<file path="config.mk">
export PLATFORM = sky130hd
export DESIGN_NAME = arinc_word_rx
export DESIGN_NICKNAME = d
export VERILOG_FILES = /design/src/rtl/arinc_word_rx_pkg.sv /design/src/rtl/arinc_word_rx_dp.sv /design/src/rtl/arinc_word_rx_ctl.sv /design/src/rtl/arinc_word_rx.sv
export SDC_FILE = /design/constraint.sdc
export NUM_CORES = 1
export LEC_CHECK = 0
export CORE_MARGIN = 4
export CORE_UTILIZATION = 35
export DETAILED_ROUTE_END_ITERATION = 10
export HOLD_SLACK_MARGIN = 0.1
export MAX_ROUTING_LAYER = met4
export PLACE_DENSITY = 0.55
export SYNTH_ARGS = -nofsm -noshare
export SYNTH_HDL_FRONTEND = slang
export SYNTH_SLANG_ARGS = --single-unit
</file>
<file path="constraint.sdc">
create_clock -name clk -period 3.4 [get_ports clk]
set_clock_uncertainty 0.1 [all_clocks]
set_input_delay 0.68 -clock clk [delete_from_list [all_inputs] [get_ports clk]]
set_output_delay 0.68 -clock clk [all_outputs]
set_load 0.01 [all_outputs]
</file>
<file path="src/rtl/arinc_word_rx_pkg.sv">
`timescale 1ns/1ps
package arinc_word_rx_pkg;
  localparam int LONG_LEN  = 32;
  localparam int SHORT_LEN = 25;
  localparam int SD_LOW    = 8;   // word bit 9 sits at index 8, bit 10 at index 9

  typedef enum logic [1:0] {
    SYM_NULL = 2'b00,
    SYM_ZERO = 2'b01,
    SYM_ONE  = 2'b10,
    SYM_BAD  = 2'b11
  } lineSym_e;

  typedef struct packed {
    logic shiftIn;
    logic dropWord;
    logic publish;
  } ctlStrobe_t;
endpackage

</file>
<file path="src/rtl/arinc_word_rx_dp.sv">
`timescale 1ns/1ps
module arinc_word_rx_dp
  import arinc_word_rx_pkg::*;
#(
  parameter int BASE_DIV    = 10,
  parameter int SLOW_MULT   = 8,
  parameter int LOOP_INVERT = 0
) (
  input  logic             clk,
  input  logic             rstN,
  input  logic             lineHi,
  input  logic             lineLo,
  input  logic             loopHi,
  input  logic             loopLo,
  input  logic             selfTest,
  input  logic             cfgSlow,
  input  logic             cfgShort,
  input  logic             cfgFilterEn,
  input  logic             cfgX,
  input  logic             cfgY,
  input  ctlStrobe_t       strobe,
  output logic             sampleTick,
  output lineSym_e         candSym,
  output lineSym_e         heldSym,
  output logic             wordValid,
  output logic [LONG_LEN-1:0] wordData,
  output logic             parityEven
);
  localparam int SLOW_DIV = BASE_DIV * SLOW_MULT;
  localparam int DIV_W    = $clog2(SLOW_DIV);
  localparam int PAD      = LONG_LEN - SHORT_LEN;

  // sample tick divider
  logic [DIV_W-1:0] divCnt;
  logic [DIV_W-1:0] divLim;
  assign divLim     = cfgSlow ? DIV_W'(SLOW_DIV - 1) : DIV_W'(BASE_DIV - 1);
  assign sampleTick = (divCnt >= divLim);

  always_ff @(posedge clk or negedge rstN) begin
    if (!rstN) divCnt <= '0;
    else       divCnt <= sampleTick ? '0 : divCnt + DIV_W'(1);
  end

  // source selection, polarity chosen at build time
  logic [1:0] loopPair;
  generate
    if (LOOP_INVERT != 0) begin : g_loopInv
      assign loopPair = {loopLo, loopHi};
    end else begin : g_loopTrue
      assign loopPair = {loopHi, loopLo};
    end
  endgenerate

  lineSym_e rawSym;
  lineSym_e prevSym;
  assign rawSym  = lineSym_e'(selfTest ? loopPair : {lineHi, lineLo});
  assign candSym = (rawSym == prevSym) ? rawSym : heldSym;

  always_ff @(posedge clk or negedge rstN) begin
    if (!rstN) begin
      prevSym <= SYM_NULL;
      heldSym <= SYM_NULL;
    end else if (sampleTick) begin
      prevSym <= rawSym;
      heldSym <= candSym;
    end
  end

  // bit assembly: first bit travels down to the low end
  logic [LONG_LEN-1:0] shiftReg;
  always_ff @(posedge clk or negedge rstN) begin
    if (!rstN)                                shiftReg <= '0;
    else if (strobe.dropWord || strobe.publish) shiftReg <= '0;
    else if (strobe.shiftIn)                  shiftReg <= {candSym == SYM_ONE, shiftReg[LONG_LEN-1:1]};
  end

  logic [LONG_LEN-1:0] aligned;
  logic                filterPass;
  assign aligned    = cfgShort ? (shiftReg >> PAD) : shiftReg;
  assign filterPass = !cfgFilterEn || cfgShort ||
                      ((aligned[SD_LOW] == cfgX) && (aligned[SD_LOW+1] == cfgY));

  always_ff @(posedge clk or negedge rstN) begin
    if (!rstN) begin
      wordValid  <= 1'b0;
      wordData   <= '0;
      parityEven <= 1'b0;
    end else begin
      wordValid <= strobe.publish && filterPass;
      if (strobe.publish && filterPass) begin
        wordData   <= aligned;
        parityEven <= ~^aligned;
      end
    end
  end
endmodule

</file>
<file path="src/rtl/arinc_word_rx_ctl.sv">
`timescale 1ns/1ps
module arinc_word_rx_ctl
  import arinc_word_rx_pkg::*;
#(
  parameter int GAP_TICKS = 20
) (
  input  logic       clk,
  input  logic       rstN,
  input  logic       cfgShort,
  input  logic       sampleTick,
  input  lineSym_e   candSym,
  input  lineSym_e   heldSym,
  output ctlStrobe_t strobe
);
  localparam int CNT_W = $clog2(LONG_LEN + 1);
  localparam int RUN_W = $clog2(GAP_TICKS + 1);

  logic [CNT_W-1:0] bitCnt;
  logic [CNT_W-1:0] wordLen;
  logic [RUN_W-1:0] nullRun;

  assign wordLen = cfgShort ? CNT_W'(SHORT_LEN) : CNT_W'(LONG_LEN);

  always_comb begin
    strobe = '0;
    if (sampleTick) begin
      case (candSym)
        SYM_BAD:  strobe.dropWord = 1'b1;
        SYM_NULL: begin
          if (heldSym != SYM_NULL && bitCnt == wordLen)
            strobe.publish = 1'b1;
          else if (bitCnt != '0 && nullRun >= RUN_W'(GAP_TICKS - 1))
            strobe.dropWord = 1'b1;
        end
        default: begin
          if (heldSym == SYM_NULL && bitCnt < wordLen)
            strobe.shiftIn = 1'b1;
        end
      endcase
    end
  end

  always_ff @(posedge clk or negedge rstN) begin
    if (!rstN) begin
      bitCnt  <= '0;
      nullRun <= '0;
    end else if (sampleTick) begin
      if (strobe.dropWord || strobe.publish) bitCnt <= '0;
      else if (strobe.shiftIn)               bitCnt <= bitCnt + CNT_W'(1);
      if (candSym != SYM_NULL)               nullRun <= '0;
      else if (nullRun < RUN_W'(GAP_TICKS))  nullRun <= nullRun + RUN_W'(1);
    end
  end
endmodule

</file>
<file path="src/rtl/arinc_word_rx.sv">
`timescale 1ns/1ps
module arinc_word_rx
  import arinc_word_rx_pkg::*;
#(
  parameter int BASE_DIV        = 10,
  parameter int SLOW_MULT       = 8,
  parameter int SAMPLES_PER_BIT = 10,
  parameter int GAP_BITS        = 2,
  parameter int LOOP_INVERT     = 0
) (
  input  logic        clk,
  input  logic        rstN,
  input  logic        lineHi,
  input  logic        lineLo,
  input  logic        loopHi,
  input  logic        loopLo,
  input  logic        selfTest,
  input  logic        cfgSlow,
  input  logic        cfgShort,
  input  logic        cfgFilterEn,
  input  logic        cfgX,
  input  logic        cfgY,
  output logic        wordValid,
  output logic [31:0] wordData,
  output logic        parityEven
);
  localparam int GAP_TICKS = GAP_BITS * SAMPLES_PER_BIT;

  ctlStrobe_t strobe;
  logic       sampleTick;
  lineSym_e   candSym;
  lineSym_e   heldSym;

  arinc_word_rx_dp #(
    .BASE_DIV(BASE_DIV), .SLOW_MULT(SLOW_MULT), .LOOP_INVERT(LOOP_INVERT)
  ) u_dp (
    .clk(clk), .rstN(rstN), .lineHi(lineHi), .lineLo(lineLo),
    .loopHi(loopHi), .loopLo(loopLo), .selfTest(selfTest),
    .cfgSlow(cfgSlow), .cfgShort(cfgShort), .cfgFilterEn(cfgFilterEn),
    .cfgX(cfgX), .cfgY(cfgY), .strobe(strobe), .sampleTick(sampleTick),
    .candSym(candSym), .heldSym(heldSym), .wordValid(wordValid),
    .wordData(wordData), .parityEven(parityEven)
  );

  arinc_word_rx_ctl #(.GAP_TICKS(GAP_TICKS)) u_ctl (
    .clk(clk), .rstN(rstN), .cfgShort(cfgShort), .sampleTick(sampleTick),
    .candSym(candSym), .heldSym(heldSym), .strobe(strobe)
  );
endmodule

</file>
# Word level (Yosys, flattened, before mapping)
# Index checks and enable logic that the tools add are counted.
# totals
register_bits,88
# op_classes
n_addsub,3
magnitude_cmp,4
eq_ne,6
n_mux,20
n_reduce_logical,20
# op_table
op,n
$mux 32,3
$reduce_xnor 32->1,1
$mux 6,3
$mux 7,2
$mux 5,2
$reduce_bool 2->1,4
$add 7x1->7 const B,1
$ge 7x7->1,1
$add 6x1->6 const B,1
$eq 6x6->1,1
$lt 6x6->1,1
$mux 1,6
$reduce_bool 6->1,1
$add 5x1->5 const B,1
$ge 5x5->1 const B,1
$logic_and 1x1->1,5
$lt 5x5->1 const B,1
$eq 2x2->1 const B,2
$logic_not 2->1,2
$mux 2,2
$reduce_and 2->1,2
$logic_or 1x1->1,3
$mux 3,1
$eq 1x1->1,2
other kinds (4),4

# Logic depth before layout (Yosys ltp)
# Gate-level depths: netlist of run 1.
# logic_depth
word_depth,10
ltp_mapped,13
ltp_nobuf,12

# By module
# A second synthesis of run 1 with hierarchy kept.
# hier_totals
cells_unflattened,473
hier_area_um2,4793.3
# by_module_without_submodules
mod,instances,cells_each,area_each_um2,seq_area_each_um2
arinc_word_rx_dp,1,381,3978.8,1926.8
arinc_word_rx_ctl,1,92,814.5,275.3

# Least setup slack after synthesis of run 1
# No wires, ideal clock.
# synth_path
kind,in2reg
startpoint,input port selfTest
endpoint,register u_dp.wordData[10]
setup_time_ns,0.126
arrival_ns,3.032
path_slack_ns,0.142
stages,12
n_path_buf,2
cell_sequence,mux2i_1 -> xnor2_1 -> o21bai_1 -> a22oi_1 -> ha_1 -> o211ai_1 -> nor3_1 -> nand4_1 -> a311oi_1 -> buf_2 -> buf_2 -> a21oi_1
# synth_between
elab_chain_cells,7
# synth_lines
item,line_no,source
start: declaration,arinc_word_rx.sv:17,"input logic selfTest,"
$mux 2 (*),arinc_word_rx_dp.sv:56,"assign rawSym = lineSym_e'(selfTest ? loopPair : {lineHi, lineLo});"
$eq 2x2->1,arinc_word_rx_dp.sv:57,assign candSym = (rawSym == prevSym) ? rawSym : heldSym;
$mux 2 (*),arinc_word_rx_dp.sv:57,
$logic_not 2->1 (*),arinc_word_rx_ctl.sv:27,case (candSym)
$mux 1 (*),arinc_word_rx_ctl.sv:27,
$mux 3 (*),arinc_word_rx_ctl.sv:26,if (sampleTick) begin
$logic_and 1x1->1 (*),arinc_word_rx_dp.sv:90,if (strobe.publish && filterPass) begin
end signal: assignment,arinc_word_rx_dp.sv:91,wordData <= aligned;
end: declaration,arinc_word_rx_dp.sv:26,"output logic [LONG_LEN-1:0] wordData,"
# Mark *: on every way between the ends. The rest lies on a longest branch, timed or not.
# A chain may end at the register's enable or synchronous reset.

# Final worst setup path of run 1
# layout_path
startpoint,input port lineHi
endpoint,register u_dp.wordData[22]
# layout_between
elab_chain_cells,7
# layout_lines
item,line_no,source
start: declaration,arinc_word_rx.sv:13,"input logic lineHi,"
$mux 2 (*),arinc_word_rx_dp.sv:56,
$eq 2x2->1,arinc_word_rx_dp.sv:57,
$mux 2 (*),arinc_word_rx_dp.sv:57,
$logic_not 2->1 (*),arinc_word_rx_ctl.sv:27,
$mux 1 (*),arinc_word_rx_ctl.sv:27,
$mux 3 (*),arinc_word_rx_ctl.sv:26,
$logic_and 1x1->1 (*),arinc_word_rx_dp.sv:90,
# Marks and branches as above.

==> results by group, run 1 <==
Synthesis
  • Number of synthesized register bits: 88
  • Largest cells by area after synthesis: dfrtp_1 (48%), mux2i_1 (7.5%), a22o_1 (7.1%), xnor2_1 (7.1%), ha_1 (3.8%)
  • Sequential share of the synthesized area: 48.33%
  • Post-Synthesis Cells: 433
  • Netlist cell types: 43
  • FFs w/ async S/R, synth: 100.0%
  • Syn Nets: approximately 460
  • Top_reg_cell synth: dfrtp_1
  • Syn_area_per_cell: 10.52 um2
  • Synth Cell Area: approximately 0.0046 mm2
  • Commonest cells post-synth: dfrtp_1 (88), nor2_1 (39), a22o_1 (37), xnor2_1 (37), mux2i_1 (34)
  • Post-synth EDFFs: 0
  • Most frequent cell after synthesis: dfrtp_1
  • Yosys top cell area share: 48.33%
  • Yosys top cell by area: dfrtp_1
  • Yosys warns: 0

Die
  • Initial Utilization: 35.96%
  • Chip Width: about 120 um
  • I/O pins: 46
  • FP Rows: 41
  • Die height: about 120 um
  • Core area: 0.01267 mm2
  • Die area: 0.01491 mm2

Worst hold path
  • Min-delay worst type: in -> async

Placed design
  • DP HPWL: around 7000 um
  • Port Buffers: 45
  • Placer congestion estimate: 0.8888
  • DP Worst Slack: -0.4864 ns

Routing
  • Final ANT Viol Nets: 0
  • Via density per instance: 5.087
  • Post-Route WL: 11360 um
  • WL per Instance: 17.40 um
  • # DRC: 0
  • Initial DRC count: 190
  • Routed vias: 3322
  • Drt first pass iters: 4

Power and ir drop
  • Peak VDD IR: between 0.2 and 0.3 mV
  • Leak Pwr: 2.702 nW
  • Pwr dens: 669.3 mW/mm2

Clock network
  • Skew-Pair Late Insertion Delay: 0.34 ns
  • CTS Buf Count: 9
  • CTS Buffer Depth: 2
  • CTS Sinks: 88
  • CTS Root Cell: clkbuf_16
  • CTS tree: built
  • H-tree depth: 3
  • Clk slew on worst S/H paths: 0.06 ns

Global route
  • Largest net degree at the start of global routing: between 40 and 50
  • Initial antenna violation count: 0
  • Global-route wire length before repair: 16960 um
  • Total GRT Usage: 15.19%
  • Grt total ovfl: 0
  • Vias in the first global route: 3212

STA
  • Worst rel slew slack: between 50% and 60%
  • Hold slack final: roughly 0.23 ns
  • Final period util: 96.89%
  • Slew Limit Fails: 0
  • Endpoints failing hold: 0
  • Final min period: about 3.3 ns
  • Actual slew at the worst max-slew pin: ~0.60 ns
  • Max Clk Rate: between 0.3 and 0.4 GHz
  • Endpoints failing setup: 0
  • Final WS setup: 0.1058 ns

Critical path
  • Worst r2r src: u_dp.prevSym[0]$_DFFE_PN0P_
  • CP Max Fanout: 18
  • Crit path DAT: 3.46 ns
  • Worst setup SP type: input pin
  • Crit end category: flop
  • Crit path required time: 3.57 ns
  • WS Path Type: in -> reg
  • CP startpoint: lineHi

Cells and area
  • # diodes: 0
  • Filler Cell Count: 1198
  • Area grow syn2layout: 25.78%
  • Share of cells above drive strength 1: 12.47%
  • Final #Nets: 502

Outcome
  • Status: complete, no violations

Run
  • Max-cap violations: 0
[layer usage]
layer	up-vias	GRT usage [%]	wire, um
li1	1587	-	-
met1	1659	21.03	5466
met2	60	21.62	5299
met3	16	2.878	351
met4	0	6.858	244
met5	-	-	0
[sequential cells by signal, indices dropped and copies added, names as in the netlist]
register	cells
u_ctl.bitCnt	6
u_ctl.nullRun	5
u_dp.wordValid	1
u_dp.divCnt	7
u_dp.prevSym	2
u_dp.parityEven	1
u_dp.shiftReg	32
u_dp.heldSym	2
u_dp.wordData	32
[metrics by stage]
step / power (W) / std cells / setup TNS, ns / area (um2) / utilization [%]
floorplan: 0.002191 / 433 / 0 / 4557 / -
global placement: 0.002749 / 628 / -24.07 / 5214 / 41.15
detailed placement: 0.002770 / 628 / -27.09 / 5214 / 41.15
CTS: 0.003809 / 644 / 0 / 5527 / 43.62
global route: 0.004088 / 653 / -0.4637 / 5732 / 45.24
finish: 0.003836 / 653 / 0 / 5732 / 45.24
[path summary, 6_finish.rpt]
check | endpoint | slack (ns) | cells past startpoint
max reg2reg | u_dp.wordData[22]$_DFFE_PN0P_ | 0.62 | 13
min | u_dp.wordData[19]$_DFFE_PN0P_ | 0.23 | 1
min in group clk | u_dp.divCnt[0]$_DFF_PN0_ | 0.38 | 1
min reg2reg | u_dp.divCnt[0]$_DFF_PN0_ | 0.38 | 1
max in group asynchronous | u_ctl.nullRun[2]$_DFFE_PN0P_ | 2.21 | 2
max | u_dp.wordData[22]$_DFFE_PN0P_ | 0.11 | 15
[worst max-delay path, cell delays in order]
cell and delay, ns:
clkdlybuf4s50_1 0.41, mux2i_2 0.22, buf_4 0.16, o21bai_1 0.07, a22oi_2 0.24, buf_4 0.15
ha_4 0.12, o211ai_1 0.09, nor3_1 0.19, nand4_1 0.22, a311oi_4 0.39, buf_4 0.20
clkbuf_16 0.17, nor2_1 0.05, a21oi_1 0.10
[repair_timing]
action,CTS,global route
gates resized for setup,5,13
gates cloned,0,5
buffers inserted,0,4
setup endpoints to repair,55,36
hold buffers,0,0
pin swaps,4,9
[layout make-up]
type	instances	area [um2]	area share, %
sequential	88	2202	38.42
multi-input combinational	288	2163	37.74
timing repair buffer	73	792.0	13.82
clock buffer	12	246.5	4.300
tap	172	215.2	3.755
inverter	16	60.06	1.048
clock inverter	4	52.55	0.9168
[logic make-up after synthesis]
group,synth area share [%]
muxes,7.716
AOI/OAI and AO/OA,16.61
adders and majority gates,3.844
DFF,48.33
xor gates and xnor gates,10.30
and+or+nand+nor,7.523
buffers and inverters,5.684
[cell usage in the layout (no fill, tap or decap), types with 3 or more instances in the layout]
cell / instances
nor2_1: 39
mux2i_1: 32
a21o_1: 6
inv_1: 14
ha_1: 13
nand2_1: 12
xor2_1: 14
clkdlybuf4s50_1: 39
o21ai_0: 9
dlymetal6s2s_1: 3
dfrtp_1: 88
a21oi_1: 32
a31oi_1: 3
o21ai_1: 8
a22o_1: 37
xnor2_1: 36
nor3_1: 3
nand3_1: 12
clkbuf_16: 14
buf_4: 19
buf_12: 3
[where the power goes]
| part | switching (W) | leakage (nW) | total [W] | internal (W) |
|---|---|---|---|---|
| Sequential | 0.000213 | 1.17 | 0.00150 | 0.00128 |
| Clock | 0.000413 | 0.147 | 0.00101 | 0.000593 |
| Combinational | 0.000629 | 1.39 | 0.00133 | 0.000704 |
| Total | 0.00126 | 2.70 | 0.00384 | 0.00258 |
No activity file was read; power rests on OpenSTA's default activity.
==> run 2: changes to the inputs <==
--- a/config.mk
+++ b/config.mk
@@ -8,9 +8,11 @@
 export CORE_MARGIN = 4
 export CORE_UTILIZATION = 35
 export DETAILED_ROUTE_END_ITERATION = 10
+export GPL_TIMING_DRIVEN = 0
 export HOLD_SLACK_MARGIN = 0.1
 export MAX_ROUTING_LAYER = met4
 export PLACE_DENSITY = 0.55
+export SKIP_LAST_GASP = 1
 export SYNTH_ARGS = -nofsm -noshare
 export SYNTH_HDL_FRONTEND = slang
 export SYNTH_SLANG_ARGS = --single-unit
==> results by group, run 2 (synthesized netlist as in run 1, its figures left out) <==
Clock network
  • CTS tree: built
  • CTS Buf Count: 9 (unchanged)
  • CTS Buffer Depth: 2 (unchanged)
  • H-tree depth: 3 (unchanged)
  • CTS Root Cell: clkbuf_16
  • Cts hold-fix bufs: 0 (unchanged)
  • CTS Sinks: 88 (unchanged)
  • Skew-Pair Late Insertion Delay: 0.34 ns (about the same)
  • Clk slew on worst S/H paths: 0.06 ns (about the same)

Critical path
  • WP buf/inv: 4 (-1)
  • Worst setup SP type: input pin
  • CP delay by family, top: buffers and inverters
  • Crit-path max cell delay: 0.44 ns (+0.03 ns)
  • Crit path required time: 3.58 ns (about the same)
  • Worst r2r src: u_dp.prevSym[1]$_DFFE_PN0P_
  • Register-to-register setup slack: 0.63 ns (about the same)
  • CP max stage cell: or4_4
  • CP startpoint: lineLo
  • R2R depth: 10 (-3)
  • Crit end category: flop
  • Worst R2R End: u_dp.shiftReg[17]$_DFFE_PN0P_
  • Crit path cell chain: clkdlybuf4s50_1, mux2i_2, xnor2_1, o21bai_1, a22oi_2, inv_1, ha_1, or4_4, a21oi_4, and2_4, buf_12, clkbuf_16, a22o_1
  • CP Max Fanout: 8 (-10)
  • Crit path DAT: 3.45 ns (about the same)
  • WS Path Type: in -> reg

Routing
  • Initial DRC count: 135 (-29%)
  • Routed vias: 3357 (+1.1%)
  • WL per Instance: 16.69 um (-4.1%)
  • # DRC: 0 (unchanged)
  • Drt first pass iters: 4 (unchanged)
  • Via density per instance: 4.937 (-3.0%)
  • Final ANT Viol Nets: 0 (unchanged)
  • Post-Route WL: 11350 um (-0.11%)

Power and ir drop
  • Sw Ratio: 33.09% (+0.36 points)
  • Clock Power Share: 25.3% (-0.9 points)
  • Int Pwr: 0.002602 W (+0.81%)
  • Comb power frac: 36.4% (+1.7 points)
  • Pwr dens: 664.0 mW/mm2 (-0.79%)
  • Power Total: 0.003888 W (+1.4%)
  • Leak Pwr: 2.744 nW (+1.5%)
  • Switch Pwr: 0.001287 W (+2.5%)
  • Sequential share of power: 38.3% (-0.7 points)
  • Peak VDD IR: 0.3299 mV (+23%)

Die
  • Chip Width: 122.1 um (unchanged)
  • I/O pins: 46 (unchanged)
  • Die height: 122.1 um (unchanged)
  • Die area: 0.01491 mm2 (unchanged)
  • Core area: 0.01267 mm2 (unchanged)
  • Initial Utilization: 35.96% (unchanged)
  • FP Rows: 41 (unchanged)

Placed design
  • Placer congestion estimate: 0.8516 (-4.2%)
  • Port Buffers: 45 (unchanged)
  • DP Worst Slack: -1.190 ns (-0.7037 ns)
  • Post-DP Area: 0.005248 mm2 (+0.65%)
  • DP HPWL: 7683 um (+10%)

Cells and area
  • Multi-input gate area in the final layout: 0.002165 mm2 (about the same)
  • Final #Nets: 529 (+5.4%)
  • Cell area after layout: 0.005856 mm2 (+2.2%)
  • Biggest regs: u_dp.shiftReg (32), u_dp.wordData (32), u_dp.divCnt (7)
  • Share of cells above drive strength 1: 12.80% (+0.32 points)
  • Commonest non-fill, non-tap cell in the layout: dfrtp_1
  • # diodes: 0 (unchanged)
  • Area grow syn2layout: 28.50%
  • Filler Cell Count: 1213 (+1.3%)
  • Flip-flop and latch area: 0.002202 mm2 (unchanged)
  • Most frequent cells in the layout: dfrtp_1 (88), clkdlybuf4s50_1 (41), nor2_1 (39), xnor2_1 (37), a22o_1 (37)

STA
  • Final min period: 3.268 ns (-0.02582 ns)
  • Endpoints failing setup: 0 (unchanged)
  • Max Clk Rate: 0.3060 GHz (+0.79%)
  • Final WS setup: 0.1316 ns (+0.02582 ns)
  • Hold slack final: 0.2516 ns (+0.02540 ns)
  • Actual slew at the worst max-slew pin: 0.7293 ns (+0.1342 ns)
  • Worst rel slew slack: 51.38% (-7.9 points)
  • Slew Limit Fails: 0 (unchanged)
  • Endpoints failing hold: 0 (unchanged)
  • Final period util: 96.13% (-0.76 points)

Global route
  • Initial antenna violation count: 0 (unchanged)
  • Grt total ovfl: 0 (unchanged)
  • Total GRT Usage: 16.06% (+0.88 points)
  • Vias in the first global route: 3395 (+5.7%)
  • Global-route wire length before repair: 18060 um (+6.5%)
  • Largest net degree at the start of global routing: 46 (unchanged)

Outcome
  • Status: complete, no violations

Run
  • Max-cap violations: 0 (unchanged)

Worst hold path
  • Min-delay worst type: in -> async
run 2: cell count changes in the layout (fill, tap and decap cells not counted), sizes merged:
cell           before  now
dlymetal6s2s        3    2
clkbuf             17   37
clkdlybuf4s50      39   41
buf                25   30
clkinvlp            0    1
run 2: power by group through the flow:
stage / logic, W / clock network (W) / registers, W
floorplan: 0.000668 / 0 / 0.00152
global placement: 0.00120 / 0 / 0.00149
detailed placement: 0.00122 / 0 / 0.00150
CTS: 0.00132 / 0.00100 / 0.00149
global route: 0.00156 / 0.00105 / 0.00153
finish: 0.00142 / 0.000984 / 0.00149
run 2: stage by stage:
stage / TNS, ns / std cells / utilization, %
after floorplan: 0 / 433 / -
after global placement: -216.77 / 650 / 41.22
after detailed placement: -66.27 / 651 / 41.41
after CTS: 0 / 671 / 44.67
after global routing: -0.03100 / 680 / 46.21
final: 0 / 680 / 46.21
run 2: layer usage:
layer	GRT usage [%]	vias to the layer above	wire length [um]
li1	-	1643	-
met1	21.78	1650	5566
met2	24.79	56	5293
met3	2.693	8	348
met4	4.969	0	140
met5	-	-	0
run 2: worst max-delay path by stage:
stage	endpoint	slack, ns	depth (start not counted)
finish	u_dp.shiftReg[17]$_DFFE_PN0P_	0.13	13
global route	u_dp.shiftReg[9]$_DFFE_PN0P_	-0.008	12
CTS	u_dp.shiftReg[9]$_DFFE_PN0P_	0.09	13
detailed placement	u_dp.wordData[6]$_DFFE_PN0P_	-1.19	13
global placement	u_dp.divCnt[2]$_DFF_PN0_	-1.76	1
floorplan	u_dp.wordData[10]$_DFFE_PN0P_	0.14	12
run 2: what timing repair did:
action                                  CTS  global route
buffers inserted                          5             6
endpoints found under the setup margin   72            43
gates resized for setup                  22            26
gates cloned                              0             4
pin swaps                                 5             9
run 2: final cells by class:
class | instances | share of cell area (%)
sequential | 88 | 37.61
multi-input combinational | 288 | 36.97
timing repair buffer | 61 | 10.96
buffer | 39 | 4.786
clock buffer | 11 | 3.974
tap | 172 | 3.675
inverter | 16 | 1.068
clock inverter | 5 | 0.9615
